--- config.mk ---
export PLATFORM = sky130hd
export DESIGN_NAME = memclk_refresh_gen
export DESIGN_NICKNAME = d
export VERILOG_FILES = /design/src/rtl/memclk_pkg.sv /design/src/rtl/mclk_ratio_clamp.sv /design/src/rtl/mclk_divider.sv /design/src/rtl/refr_interval_timer.sv /design/src/rtl/refr_req_tracker.sv /design/src/rtl/memclk_refresh_gen.sv
export SDC_FILE = /design/constraint.sdc
export NUM_CORES = 1
export LEC_CHECK = 0
export BUFFER_PORTS_ARGS = -buffer_cell sky130_fd_sc_hd__buf_2
export CAP_MARGIN = 10
export CORE_MARGIN = 1.5
export CORE_UTILIZATION = 40
export CTS_CLUSTER_DIAMETER = 30
export DETAILED_ROUTE_END_ITERATION = 8
export PLACE_DENSITY = 0.64
export SLEW_MARGIN = 0
export SYNTH_ARGS = -nofsm -noshare
export SYNTH_HDL_FRONTEND = slang
export SYNTH_SLANG_ARGS = --single-unit
--- constraint.sdc ---
create_clock -name clk -period 5.2 [get_ports clk]
set_input_delay 1.04 -clock clk [delete_from_list [all_inputs] [get_ports clk]]
set_output_delay 1.04 -clock clk [all_outputs]
set_load 0.01 [all_outputs]
--- src/rtl/memclk_pkg.sv ---
package memclk_pkg;
  localparam int RATIO_W      = 4;
  localparam int RATIO_MIN    = 4;
  localparam int RATIO_MAX    = 9;
  localparam int RATIO_BANNED = 5;
  localparam int RATIO_BUMP   = 6;
  localparam int PRESCALE     = 16;
  localparam int REFR_W       = 16;
  localparam int PEND_W       = 3;
endpackage

--- src/rtl/mclk_ratio_clamp.sv ---
module mclk_ratio_clamp
  import memclk_pkg::*;
#(
  parameter int W = RATIO_W
) (
  input  logic [W-1:0] cfg,
  input  logic         block5,
  output logic [W-1:0] ratio
);
  logic [W-1:0] ranged;

  always_comb begin
    if (cfg < W'(RATIO_MIN))      ranged = W'(RATIO_MIN);
    else if (cfg > W'(RATIO_MAX)) ranged = W'(RATIO_MAX);
    else                          ranged = cfg;
    if (block5 && ranged == W'(RATIO_BANNED)) ratio = W'(RATIO_BUMP);
    else                                      ratio = ranged;
  end
endmodule

--- src/rtl/mclk_divider.sv ---
module mclk_divider #(
  parameter int W = 4
) (
  input  logic         clk,
  input  logic         rst_n,
  input  logic [W-1:0] ratio_in,
  output logic         tick_en,
  output logic         phase
);
  logic [W-1:0] cnt_q;
  logic [W-1:0] ratio_q;
  logic [W-1:0] last_w;
  logic [W-1:0] half_w;

  assign last_w  = ratio_q - W'(1);
  assign half_w  = ratio_q >> 1;
  assign tick_en = (cnt_q == last_w);
  assign phase   = (cnt_q < half_w);

  // the ratio is shadowed so a new value only lands on a period boundary
  always_ff @(posedge clk) begin
    if (!rst_n) begin
      cnt_q   <= '0;
      ratio_q <= ratio_in;
    end else if (tick_en) begin
      cnt_q   <= '0;
      ratio_q <= ratio_in;
    end else begin
      cnt_q   <= cnt_q + W'(1);
    end
  end
endmodule

--- src/rtl/refr_interval_timer.sv ---
module refr_interval_timer #(
  parameter int REFR_W   = 16,
  parameter int PRESCALE = 16
) (
  input  logic              clk,
  input  logic              rst_n,
  input  logic              step_en,
  input  logic [REFR_W-1:0] reload,
  output logic              expire
);
  localparam int PRE_W = (PRESCALE > 1) ? $clog2(PRESCALE) : 1;

  logic [PRE_W-1:0]  pre_q;
  logic [REFR_W-1:0] cnt_q;
  logic              stage_tick;

  assign stage_tick = step_en && (pre_q == PRE_W'(PRESCALE - 1));
  assign expire     = stage_tick && (cnt_q == '0);

  always_ff @(posedge clk) begin
    if (!rst_n) begin
      pre_q <= '0;
      cnt_q <= reload;
    end else begin
      if (stage_tick)   pre_q <= '0;
      else if (step_en) pre_q <= pre_q + PRE_W'(1);
      if (stage_tick) begin
        if (cnt_q == '0) cnt_q <= reload;
        else             cnt_q <= cnt_q - REFR_W'(1);
      end
    end
  end
endmodule

--- src/rtl/refr_req_tracker.sv ---
module refr_req_tracker #(
  parameter int PEND_W = 3
) (
  input  logic              clk,
  input  logic              rst_n,
  input  logic              expire,
  input  logic              ack,
  output logic              req,
  output logic [PEND_W-1:0] backlog
);
  always_ff @(posedge clk) begin
    if (!rst_n) begin
      req     <= 1'b0;
      backlog <= '0;
    end else if (expire) begin
      if (!req) begin
        req <= 1'b1;
      end else if (!ack && backlog != '1) begin
        backlog <= backlog + PEND_W'(1);
      end
    end else if (ack && req) begin
      if (backlog != '0) backlog <= backlog - PEND_W'(1);
      else               req     <= 1'b0;
    end
  end
endmodule

--- src/rtl/memclk_refresh_gen.sv ---
module memclk_refresh_gen
  import memclk_pkg::*;
#(
  parameter int RATIO_WD = RATIO_W,
  parameter int REFR_WD  = REFR_W,
  parameter int PEND_WD  = PEND_W,
  parameter int PRE_DIV  = PRESCALE
) (
  input  logic                clk,
  input  logic                rst_n,
  input  logic [RATIO_WD-1:0] ratio_cfg,
  input  logic                ratio5_block,
  input  logic [REFR_WD-1:0]  refr_reload,
  input  logic                refr_ack,
  output logic                mclk_en,
  output logic                mclk_phase,
  output logic                refr_req,
  output logic [PEND_WD-1:0]  refr_backlog
);
  logic [RATIO_WD-1:0] ratio_eff;
  logic                expire;

  mclk_ratio_clamp #(.W(RATIO_WD)) u_clamp (
    .cfg    (ratio_cfg),
    .block5 (ratio5_block),
    .ratio  (ratio_eff)
  );

  mclk_divider #(.W(RATIO_WD)) u_div (
    .clk      (clk),
    .rst_n    (rst_n),
    .ratio_in (ratio_eff),
    .tick_en  (mclk_en),
    .phase    (mclk_phase)
  );

  refr_interval_timer #(.REFR_W(REFR_WD), .PRESCALE(PRE_DIV)) u_timer (
    .clk     (clk),
    .rst_n   (rst_n),
    .step_en (mclk_en),
    .reload  (refr_reload),
    .expire  (expire)
  );

  refr_req_tracker #(.PEND_W(PEND_WD)) u_track (
    .clk     (clk),
    .rst_n   (rst_n),
    .expire  (expire),
    .ack     (refr_ack),
    .req     (refr_req),
    .backlog (refr_backlog)
  );
endmodule

# After elaboration in Yosys (flattened, before gate mapping)
# Cells that the tools add are included.
# W data, S select, Z words.
[classes] n_addsub=6 eq_ne=9 n_reduce_logical=14 n_lt_le_gt_ge=3 mux=16 bitwise_logic=1
[ops] cell="$mux W16" n=3
[ops] cell="$mux W4" n=5
[ops] cell="$logic_not A16 Y1" n=1
[ops] cell="$sub A16 B1 Y16 const B" n=1
[ops] cell="$mux W3" n=5
[ops] cell="$add A4 B1 Y4 const B" n=2
[ops] cell="$ne A2 B1 Y1 const B" n=4
[ops] cell="$logic_and A1 B1 Y1" n=5
[ops] cell="$eq A4 B3 Y1 const B" n=1
[ops] cell="$eq A4 B4 Y1" n=1
[ops] cell="$eq A4 B4 Y1 const B" n=1
[ops] cell="$gt A4 B4 Y1 const B" n=1
[ops] cell="$lt A4 B3 Y1" n=1
[ops] cell="$lt A4 B3 Y1 const B" n=1
[ops] cell="$reduce_and A4 Y1" n=1
[ops] cell="$reduce_bool A2 Y1" n=2
[ops] cell="$reduce_or A2 Y1" n=2
[ops] cell="$sub A4 B1 Y4 const B" n=1
[ops] cell="$add A3 B1 Y3 const B" n=1
[ops] cell="$mux W1" n=3
[ops] cell="$ne A3 B3 Y1 const B" n=1
[ops] cell="$reduce_bool A3 Y1" n=1
[ops] cell="$sub A3 B1 Y3 const B" n=1
[ops] cell="$ne A2 B2 Y1 const B" n=1
[ops] cell="other kinds (3)" n=3
[word_totals] output_inout_bits=6 in_bits=24 reg_bits=32

# Logic depth before layout (Yosys ltp)
[depth] word_depth=8 ltp_mapped=13 mapped_depth_nobuf=12

# Modules after synthesis
# A second synthesis with hierarchy kept.
[hier_totals] hier_cells=179 area_unflattened_um2=2001.9
[by_module_without_submodules] mod="refr_interval_timer" cells_per_inst=108 area_per_inst_um2=1275.0 n_inst=1
[by_module_without_submodules] mod="mclk_divider" cells_per_inst=37 area_per_inst_um2=441.7 n_inst=1
[by_module_without_submodules] mod="refr_req_tracker" cells_per_inst=25 area_per_inst_um2=242.7 n_inst=1
[by_module_without_submodules] mod="mclk_ratio_clamp" cells_per_inst=9 area_per_inst_um2=42.5 n_inst=1

# Worst setup path before layout
# Ideal clock, no wire load.
[synth_path] kind="register -> register" startpoint="reg u_div.ratio_q[0]" endpoint="reg u_timer.cnt_q[0], enable pin" period_less_slack_ps=2903 setup_slack_ps=2297 setup_ps=411 stages_incl_launch_ff=8 n_path_buf=1 required_ps=4789 t_arrival_ps=2492 path_cell_list="edfxtp_1 inv_1 ha_1 xor2_1 xnor2_1 nand4_1 clkbuf_1 o21ai_0"
[synth_via] elab_chain_cells=4
[synth_lines] item="start: declaration" line="mclk_divider.sv:11" text="logic [W-1:0] ratio_q;"
[synth_lines] item="start signal: assignment" line="mclk_divider.sv:24" text="ratio_q <= ratio_in;"
[synth_lines] item="start signal: assignment" line="mclk_divider.sv:27" text="ratio_q <= ratio_in;"
[synth_lines] item="$sub A4 B1 Y4" line="mclk_divider.sv:15" text="assign last_w = ratio_q - W'(1);"
[synth_lines] item="$eq A4 B4 Y1" line="mclk_divider.sv:17" text="assign tick_en = (cnt_q == last_w);"
[synth_lines] item="$logic_and A1 B1 Y1" line="refr_interval_timer.sv:17" text="assign stage_tick = step_en && (pre_q == PRE_W'(PRESCALE - 1));"
[synth_lines] item="$ne A2 B1 Y1 (no line)"
[synth_lines] item="end signal: assignment" line="refr_interval_timer.sv:23" text="cnt_q <= reload;"
[synth_lines] item="end signal: assignment" line="refr_interval_timer.sv:28" text="if (cnt_q == '0) cnt_q <= reload;"
[synth_lines] item="end signal: assignment" line="refr_interval_timer.sv:29" text="else cnt_q <= cnt_q - REFR_W'(1);"
[synth_lines] item="end: declaration" line="refr_interval_timer.sv:14" text="logic [REFR_W-1:0] cnt_q;"
# Every way passes these cells.
# A chain may end at the register's enable or synchronous reset.

# Worst setup path in the final report
[layout_path] startpoint="reg u_div.ratio_q[0]" endpoint="out mclk_en"
[layout_via] elab_chain_cells=2
[layout_lines] item="$sub A4 B1 Y4" line="mclk_divider.sv:15"
[layout_lines] item="$eq A4 B4 Y1" line="mclk_divider.sv:17"
[layout_lines] item="end: declaration" line="memclk_refresh_gen.sv:15" text="output logic mclk_en,"
# Every way passes these cells.

==> results.sh <==
export IMPL_post_cts_buffers=0
export IMPL_startpoint_type="flip-flop"
export IMPL_worst_case_setup_slack_after_placement_ns=2.16
export IMPL_ioPinCount=30
export IMPL_number_of_cells_on_the_worst_hold_path=1
export IMPL_setup_violations=0
export IMPL_hold_class="flip-flop to flip-flop"
export IMPL_antennaDiodeCount=0
export IMPL_leakagePower_nw=0.882
export IMPL_cts_htree_levels=2
export IMPL_ys_async_sr_fraction=0
export IMPL_route_final_wire_length_um=3350
export IMPL_antenna_found_initial=0
export IMPL_yosys_area_top_type_share=0.317
export IMPL_ys_types=43
export IMPL_max_slew_margin_rel=0.274
export IMPL_critical_path_class="flip-flop to output pin"
export IMPL_cts_root_buf="sky130_fd_sc_hd__clkbuf_8"
export IMPL_io_buffer_count=29
export IMPL_final_cell_mix="sky130_fd_sc_hd__nand2_1 (31), sky130_fd_sc_hd__buf_2 (29), sky130_fd_sc_hd__o21ai_0 (20), sky130_fd_sc_hd__edfxtp_1 (20), sky130_fd_sc_hd__xnor2_1 (13)"
export IMPL_fin_ws_ns=2.19
export IMPL_wl_per_cell_um=11.7
export IMPL_largest_net_degree_at_the_start_of_global_routing=33
export IMPL_finalMaxSlewViolations=0
export IMPL_synth_top_cells_by_area="sky130_fd_sc_hd__edfxtp_1 (32%), sky130_fd_sc_hd__dfxtp_1 (13%), sky130_fd_sc_hd__nand2_1 (6.1%), sky130_fd_sc_hd__xnor2_1 (6.0%), sky130_fd_sc_hd__o21ai_0 (5.5%)"
export IMPL_run_status="completed"
export IMPL_vias_after_detailed_routing=1458
export IMPL_postSynthAreaPerCell_um2=9.21
export IMPL_peakVddDrop_uv=166
export IMPL_cts_buffers_inserted=5
export IMPL_post_cts_resized_instances=0
export IMPL_floorplan_die_area_um2=5160
export IMPL_rr_endpoint="u_track.backlog[1]$_SDFFE_PN0P_"
export IMPL_drtPass1Iterations=6
export IMPL_whs_endpoint="u_div.cnt_q[0]$_SDFF_PP0_"
export IMPL_synth_enable_flop_cells=20
export IMPL_power_density_nw_per_um2=288
export IMPL_achievable_frequency_mhz=332
export IMPL_syn2layout_area_growth_pct=14.5
export IMPL_worst_r2r_setup_slack_ns=2.20
export IMPL_final_period_minus_worst_setup_slack_ns=3.01
export IMPL_tightest_slew_ns=1.07
export IMPL_global_route_congestion_overflow_total=0
export IMPL_core_region_area_um2=4440
export IMPL_final_hold_violation_count=0
export IMPL_cell_count_after_synthesis=206
export IMPL_antenna_left=0
export IMPL_fp_dieH_um=71.9
export IMPL_grt_total_usage=0.144
export IMPL_detail_route_iter0_violations=51
export IMPL_ff2ff_path_depth=9
export IMPL_ys_seq_elements=32
export IMPL_clock_skew_final_ns=0.00720
export IMPL_clk_pin_slew_ns=0.06
export IMPL_yosys_most_used_dff="sky130_fd_sc_hd__edfxtp_1"
export IMPL_die_width_um=71.9
export IMPL_core_rowCount=24
export IMPL_timing_rr_start="u_timer.cnt_q[3]$_DFFE_PP_"
export IMPL_floorplan_initialDensity=0.427
export IMPL_drive_gt1_frac=0.188
export IMPL_nFillCells=424
export IMPL_drv_cap=0
export IMPL_grt_setup_unrepaired="false"
export IMPL_yosys_warnings=0
export IMPL_clk_latency_ns=0.29
export IMPL_max_clock_path_buffers=2
export IMPL_min_period_over_period=0.579
export IMPL_yosysSeqAreaShare=0.443
export IMPL_grt_pass1_wl_um=5840
export IMPL_cts_tree="built"
export IMPL_drc_errors=0
export IMPL_worst_endpoint_required_ns=4.16
export IMPL_number_of_vias_per_cell_after_detailed_routing=5.10
export IMPL_yosysTopAreaCell="sky130_fd_sc_hd__edfxtp_1"
export IMPL_crit_path_max_fanout=13
export IMPL_totalPowerFinal_uw=625
export IMPL_worst_endpoint_arrival_ns=1.97
export IMPL_worst_hold_startpoint="u_div.cnt_q[0]$_SDFF_PP0_"
export IMPL_mostFrequentLayoutCell="sky130_fd_sc_hd__nand2_1"
export IMPL_critPathCaptureType="output pin"
export IMPL_first_global_vias=1388
export IMPL_synth_fp_nets=237
export IMPL_routabilityCongestion=0.725
export IMPL_syn_area_um2=1900
export IMPL_number_of_nets_in_the_finished_design=264
export IMPL_hpwlAfterDp_um=2430
export IMPL_clock_sinks=32
export IMPL_setup_tns_ns=0
export IMPL_ctsHoldBuffers=0
cell families after synthesis:
| kind of cell | count (synthesis) | share of synthesized area |
|---|---|---|
| xor gates and xnor gates | 21 | 0.0970 |
| and+or+nand+nor | 84 | 0.234 |
| buffers and inverters | 22 | 0.0495 |
| DFF | 32 | 0.443 |
| AOI/OAI and AO/OA | 40 | 0.127 |
| adders and majority gates | 7 | 0.0501 |
area by class of cell:
cell class | instances | area (um^2) | share of cell area
multi-input cells | 152 | 962 | 0.443
well taps | 52 | 65.1 | 0.0300
clock buffers | 5 | 68.8 | 0.0317
repair buffers | 30 | 153 | 0.0703
inverters | 12 | 45.0 | 0.0207
flip-flops and latches | 32 | 841 | 0.387
clock inverters | 3 | 37.5 | 0.0173
where the power goes:
part | internal [mW] | leakage, nW | switching (mW)
logic | 0.0394 | 0.533 | 0.0444
registers | 0.292 | 0.296 | 0.0175
clock network | 0.139 | 0.0532 | 0.0919
total | 0.471 | 0.882 | 0.154
worst max path at each step:
stage,slack [ns],cells past startpoint,end,startpoint
after floorplan,2.30,7,u_timer.cnt_q[0]$_DFFE_PP_,u_div.ratio_q[0]$_SDFFCE_PP0P_
after global placement,2.20,9,u_track.backlog[1]$_SDFFE_PN0P_,u_timer.cnt_q[3]$_DFFE_PP_
after detailed placement,2.16,9,u_track.backlog[1]$_SDFFE_PN0P_,u_timer.cnt_q[3]$_DFFE_PP_
after CTS,2.15,9,u_track.backlog[1]$_SDFFE_PN0P_,u_timer.cnt_q[3]$_DFFE_PP_
after global routing,1.95,7,mclk_en,u_div.ratio_q[0]$_SDFFCE_PP0P_
final,2.19,7,mclk_en,u_div.ratio_q[0]$_SDFFCE_PP0P_
layer usage:
layer  GRT usage  up-vias  wire length [um]
met5           0        -                 0
met4      0.0503        0                48
met3      0.0520        6               158
met2       0.239       25              1490
met1       0.173      650              1650
li1            -      777                 -
worst max-delay path, cell delays in order (launching register included):
cell,delay [ns]
sky130_fd_sc_hd__edfxtp_1,0.39
sky130_fd_sc_hd__inv_1,0.06
sky130_fd_sc_hd__ha_1,0.20
sky130_fd_sc_hd__xor2_1,0.17
sky130_fd_sc_hd__xnor2_1,0.19
sky130_fd_sc_hd__nand4_1,0.40
sky130_fd_sc_hd__inv_1,0.13
sky130_fd_sc_hd__buf_2,0.14
sequential cells by signal, indices dropped and copies added (netlist names):
name	cells
u_timer.pre_q	4
u_track.req	1
u_div.cnt_q	4
u_timer.cnt_q	16
u_div.ratio_q	4
u_track.backlog	3
metrics by stage:
step                hold slack [ns]  cell area (um^2)   util  instances
global route                  0.522              2170  0.489        286
finish                        0.490              2170  0.489        286
floorplan                     0.448              1900      -        206
global placement              0.479              2070  0.465        278
detailed placement            0.485              2070  0.465        278
CTS                           0.494              2170  0.489        286
synthesized netlist by cell type, types with 2 or more instances:
cell type,count
sky130_fd_sc_hd__o21bai_1,2
sky130_fd_sc_hd__nand4_1,2
sky130_fd_sc_hd__nor4_1,4
sky130_fd_sc_hd__o21ai_0,21
sky130_fd_sc_hd__inv_1,12
sky130_fd_sc_hd__or4_1,3
sky130_fd_sc_hd__buf_2,2
sky130_fd_sc_hd__edfxtp_1,20
sky130_fd_sc_hd__nand2b_1,3
sky130_fd_sc_hd__nor3b_1,2
sky130_fd_sc_hd__nor2_1,12
sky130_fd_sc_hd__nand2_1,31
sky130_fd_sc_hd__nor3_1,6
sky130_fd_sc_hd__or3b_2,2
sky130_fd_sc_hd__nor4b_1,2
sky130_fd_sc_hd__xor2_1,8
sky130_fd_sc_hd__ha_1,6
sky130_fd_sc_hd__xnor2_1,13
sky130_fd_sc_hd__nand3_1,4
sky130_fd_sc_hd__a21boi_0,4
sky130_fd_sc_hd__or3_1,4
sky130_fd_sc_hd__clkbuf_1,6
sky130_fd_sc_hd__a21oi_1,5
sky130_fd_sc_hd__nor2b_1,2
sky130_fd_sc_hd__dfxtp_1,12
Note: power is estimated with default switching activity, not from simulation.
